### src/rtl/crtc_regport.sv
module crtc_regport #(
  parameter int STD_NUM  = 25,
  parameter int EXT_NUM  = 16,
  parameter int EXT_BASE = 'h40,
  parameter int PROT_TOP = 7
) (
  input  logic        clk,
  input  logic        rst_n,
  input  logic [15:0] io_addr,
  input  logic        io_wr,
  input  logic        io_rd,
  input  logic [7:0]  io_wdata,
  output logic [7:0]  io_rdata,
  input  logic        vblank,
  output logic [9:0]  line_pitch
);
  localparam logic [15:0] MISC_WA  = 16'h03C2;
  localparam logic [15:0] MISC_RA  = 16'h03CC;
  localparam logic [7:0]  KEY_IDX  = 8'h30;
  localparam logic [7:0]  BUSY_IDX = 8'h33;
  localparam logic [7:0]  SIG0_IDX = 8'h35;
  localparam logic [7:0]  SIG1_IDX = 8'h36;
  localparam logic [7:0]  MODE_IDX = 8'h3F;
  localparam int PROT_IDX = 'h11;
  localparam int PLO_IDX  = 'h13;
  localparam int PHI_OFF  = 5;
  localparam logic [1:0] ST_SHUT = 2'd0, ST_ARMED = 2'd1, ST_OPEN = 2'd2;

  logic [7:0] misc_q, idx_q;
  logic [STD_NUM-1:0][7:0] std_q;
  logic [EXT_NUM-1:0][7:0] ext_q;
  logic [1:0] ulk_st;
  logic mode_q, busy_q;
  logic [7:0] rd_val;

  wire [15:0] idx_port = misc_q[0] ? 16'h03D4 : 16'h03B4;
  wire [15:0] dat_port = idx_port + 16'd1;
  wire        unlocked = (ulk_st == ST_OPEN);
  wire        prot     = std_q[PROT_IDX][7];
  wire        dwr      = io_wr && (io_addr == dat_port);
  wire        mode_wr  = dwr && (idx_q == MODE_IDX) && unlocked;

  always_ff @(posedge clk or negedge rst_n) begin
    if (!rst_n) begin
      misc_q <= '0;
      idx_q  <= '0;
      std_q  <= '0;
      ext_q  <= '0;
      ulk_st <= ST_SHUT;
      mode_q <= 1'b0;
      busy_q <= 1'b0;
    end else begin
      if (io_wr && io_addr == MISC_WA) misc_q <= io_wdata;
      if (io_wr && io_addr == idx_port) idx_q <= io_wdata;
      if (dwr) begin
        for (int i = 0; i < STD_NUM; i++)
          if (idx_q == 8'(i) && !(prot && i <= PROT_TOP)) std_q[i] <= io_wdata;
        for (int i = 0; i < EXT_NUM; i++)
          if (unlocked && idx_q == 8'(EXT_BASE + i)) ext_q[i] <= io_wdata;
        if (idx_q == KEY_IDX) begin
          if (io_wdata == 8'h57) ulk_st <= ST_ARMED;
          else if (io_wdata == 8'h4C && ulk_st == ST_ARMED) ulk_st <= ST_OPEN;
          else ulk_st <= ST_SHUT;
        end
      end
      if (mode_wr) mode_q <= io_wdata[0];
      if (mode_wr && mode_q && !io_wdata[0]) busy_q <= 1'b1;
      else if (vblank) busy_q <= 1'b0;
    end
  end

  always_comb begin
    rd_val = '0;
    if (io_addr == MISC_RA) rd_val = misc_q;
    else if (io_addr == idx_port) rd_val = idx_q;
    else if (io_addr == dat_port) begin
      case (idx_q)
        BUSY_IDX: rd_val = {busy_q, 7'b0};
        SIG0_IDX: rd_val = 8'h43;
        SIG1_IDX: rd_val = 8'h58;
        MODE_IDX: rd_val = {7'b0, mode_q};
        default: begin
          for (int i = 0; i < STD_NUM; i++)
            if (idx_q == 8'(i)) rd_val = std_q[i];
          for (int i = 0; i < EXT_NUM; i++)
            if (unlocked && idx_q == 8'(EXT_BASE + i)) rd_val = ext_q[i];
        end
      endcase
    end
  end

  assign io_rdata   = io_rd ? rd_val : 8'h00;
  assign line_pitch = {ext_q[PHI_OFF][1:0], std_q[PLO_IDX]};
endmodule

### config.mk
export PLATFORM = sky130hd
export DESIGN_NAME = crtc_regport
export DESIGN_NICKNAME = d
export VERILOG_FILES = /design/src/rtl/crtc_regport.sv
export SDC_FILE = /design/constraint.sdc
export NUM_CORES = 1
export LEC_CHECK = 0
export ABC_AREA = 1
export BUFFER_PORTS_ARGS = -buffer_cell sky130_fd_sc_hd__clkbuf_2
export CAP_MARGIN = 0
export CORE_UTILIZATION = 32
export CTS_CLUSTER_SIZE = 16
export DETAILED_ROUTE_END_ITERATION = 6
export SYNTH_ARGS = -nofsm -noshare
export SYNTH_HDL_FRONTEND = slang
export SYNTH_SLANG_ARGS = --single-unit
### constraint.sdc
create_clock -name clk -period 3.8 [get_ports clk]
set_clock_uncertainty 0.05 [all_clocks]
set_input_delay 0.76 -clock clk [delete_from_list [all_inputs] [get_ports clk]]
set_output_delay 0.76 -clock clk [all_outputs]
set_load 0.02 [all_outputs]
==> metrics.txt <==
Pins Over Slew Limit 0; Final nets 2259; die height about 230 um; Initial DRC Count roughly 1200; P per Cell Area approximately 400 nW/um^2; Synth Cell Area between 15000 and 20000 um^2; CP endpoint kind output port; total number of vias ~14000; Worst EP required approximately 3000 ps; vias in the first global route roughly 14000; max cap viols 0; Routed Antenna Nets 0; arrival time worst endpoint ~4200 ps; I/O pin cnt 47; asr flop ratio synth between 90% and 100%; pin count of the biggest net entering global routing ~100; diode count 0; WHS 243 ps; slowest CP cell dfrtp_1; outcome finished with violations; GPL Wtd Cong 0.875; r2r startpoint idx_q[4]; Final Cell Area slightly below 20000 um^2; YS warnings 0; RSZ-0062 raised after global routing true; Syn-to-layout area delta 21.1%; P_leak 9.02 nW; Period minus WS final 5050 ps; post-DP HPWL roughly 32000 um; f_max 198 MHz; reg2reg path depth 12; Non-Filler Instances 2928; CP max FO 3; Worst R2R Setup Slack around 1000 ps; startpoint type of the worst setup path flop; Root Buffer clkbuf_16; final period utilization 133%; via-per-instance ratio 4.85; commonest non-fill, non-tap cells in the layout nand2_1 (745), o21ai_0 (362), dfrtp_1 (347); Crit Path Class reg2out; die area slightly above 50000 um^2; post-synthesis cell count about 2100; Synth Flop Type dfrtp_1; commonest non-fill, non-tap cell in the layout nand2_1; Syn Nets 2116; register area 8710 um^2; H-Tree Level Count 2; synthesized flop and latch total between 300 and 400; global-route wire length before repair about 77000 um; CTS clk-pin slew, worst paths 60 ps; Final Total Pwr 7.83 mW; cts bufs inserted 37; CTS sink cnt about 350; grt total ovfl 0; RR Endpoint ext_q[84]; initial core utilization 32.5%; Rows 82; final worst setup slack -1250 ps; Skew-Pair Late Insertion Delay 540 ps; Tightest Hold Check Type in2async; final core occ between 30 and 40%; die width roughly 230 um; most used cell, CP nand2_1; failing checks setup timing; max incr delay on CP around 400 ps; drt pass-1 iters 5; Mapped Avg Cell Area between 7 and 8 um^2; VDD IR max between 200 and 250 uV; Final setup viols 8; Seq/Total Area, Yosys between 50% and 60%; total wire length around 47000 um; core area just over 50000 um^2; Worst Tran Pin Value between 900 and 1000 ps; CTS tree yes; initial antenna violation count 0; gr usage total about 18%; DP Area around 18000 um^2; synth unique cells 34; routed len/inst between 15 and 20 um; number of synthesized flops with an enable pin 0; Max clock buf depth 3; Filler Cell Count around 5200; Rel. slew slack between 30% and 40%; Post-CTS Hold Buffers 0; # port buffers between 40 and 50; post-route DRC violation count 0; footprint of the multi-input gates just under 7000 um^2; Cells after DPL about 2800; layout cell share with drive strength beyond 1 between 15 and 20%; Final Hold Vio Count 0
cell type report:
class	instances	area share (%)
flip-flops and latches	348	44.1
multi-input cells	1482	34.1
repair buffers	200	7.83
clock buffers	53	5.51
well taps	672	4.26
inverters	161	3.08
clock inverters	12	1.10
layer usage:
layer / wire, um / vias up / GRT usage (%)
met3: 2100 / 76 / 2.14
met1: 22000 / 6818 / 25.3
met2: 22100 / 315 / 30.1
met4: 1190 / 0 / 5.30
li1: - / 7002 / -
met5: 0 / - / 0
Yosys cell counts, types with 6 or more instances:
cell type / number / share of area, %
dfrtp_1: 348 / 53
nand2_1: 759 / 17
o21ai_0: 363 / 11
nand3_1: 49 / 1.5
or2_0: 7 / 0.27
a21oi_1: 62 / 1.9
inv_2: 13 / 0.30
or2_2: 38 / 1.5
inv_1: 147 / 3.4
clkbuf_1: 82 / 1.9
nor2_4: 9 / 0.62
nand4_1: 47 / 1.8
nor2_1: 92 / 2.1
nor3_1: 21 / 0.64
nor2_2: 6 / 0.23
o21ai_1: 11 / 0.34
buf_4: 10 / 0.46
report_power, final:
part / internal [mW] / switching (mW) / total, mW
Sequential: 3.71 / 0.000110 / 3.71
Combinational: 0.0326 / 0.173 / 0.206
Clock: 2.40 / 1.51 / 3.91
sequential cells by signal, summed over array words and instances (netlist names):
register	flops
std_q	191
busy_q	1
ulk_st	2
prot	1
idx_q	8
ext_q	126
misc_q	8
mode_q	1
line_pitch	10
how the worst max path moves through the flow:
stage / start / endpoint / depth (start not counted)
detailed placement: idx_q[3] / io_rdata[6] / 34
global placement: idx_q[3] / io_rdata[6] / 34
global route: idx_q[2] / io_rdata[6] / 33
CTS: idx_q[3] / io_rdata[6] / 34
finish: idx_q[1] / io_rdata[6] / 34
floorplan: idx_q[0] / io_rdata[0] / 33
metrics by stage:
step	setup slack (ps)	setup TNS (ps)
4_1_cts	-1390	-9430
3_3_place_gp	-844	-4360
6_report	-1250	-8630
2_1_floorplan	194	0
3_5_place_dp	-808	-4400
5_1_grt	-1510	-11610
kinds of logic (layout without fill, tap and decap cells):
| group | count (synthesis) | after routing | synth area share (%) |
|---|---|---|---|
| flops | 348 | 348 | 53.4 |
| buf+inv | 257 | 426 | 6.20 |
| compound gates | 441 | 441 | 13.6 |
| simple gates | 1041 | 1041 | 26.8 |
critical path, delay by kind of cell, from the launching register on:
kind,cells,cell delay [ps]
DFF,1,400
and+or+nand+nor,29,2720
AOI/OAI and AO/OA,1,60
buffers and inverters,4,490
timing repair:
item	4_1_cts	5_1_grt
pin swaps	49	49
cloned	0	0
endpoints found under the setup margin	8	8
gates resized for setup	37	32
buffers inserted	12	5
Note: power is estimated with default switching activity, not from simulation.
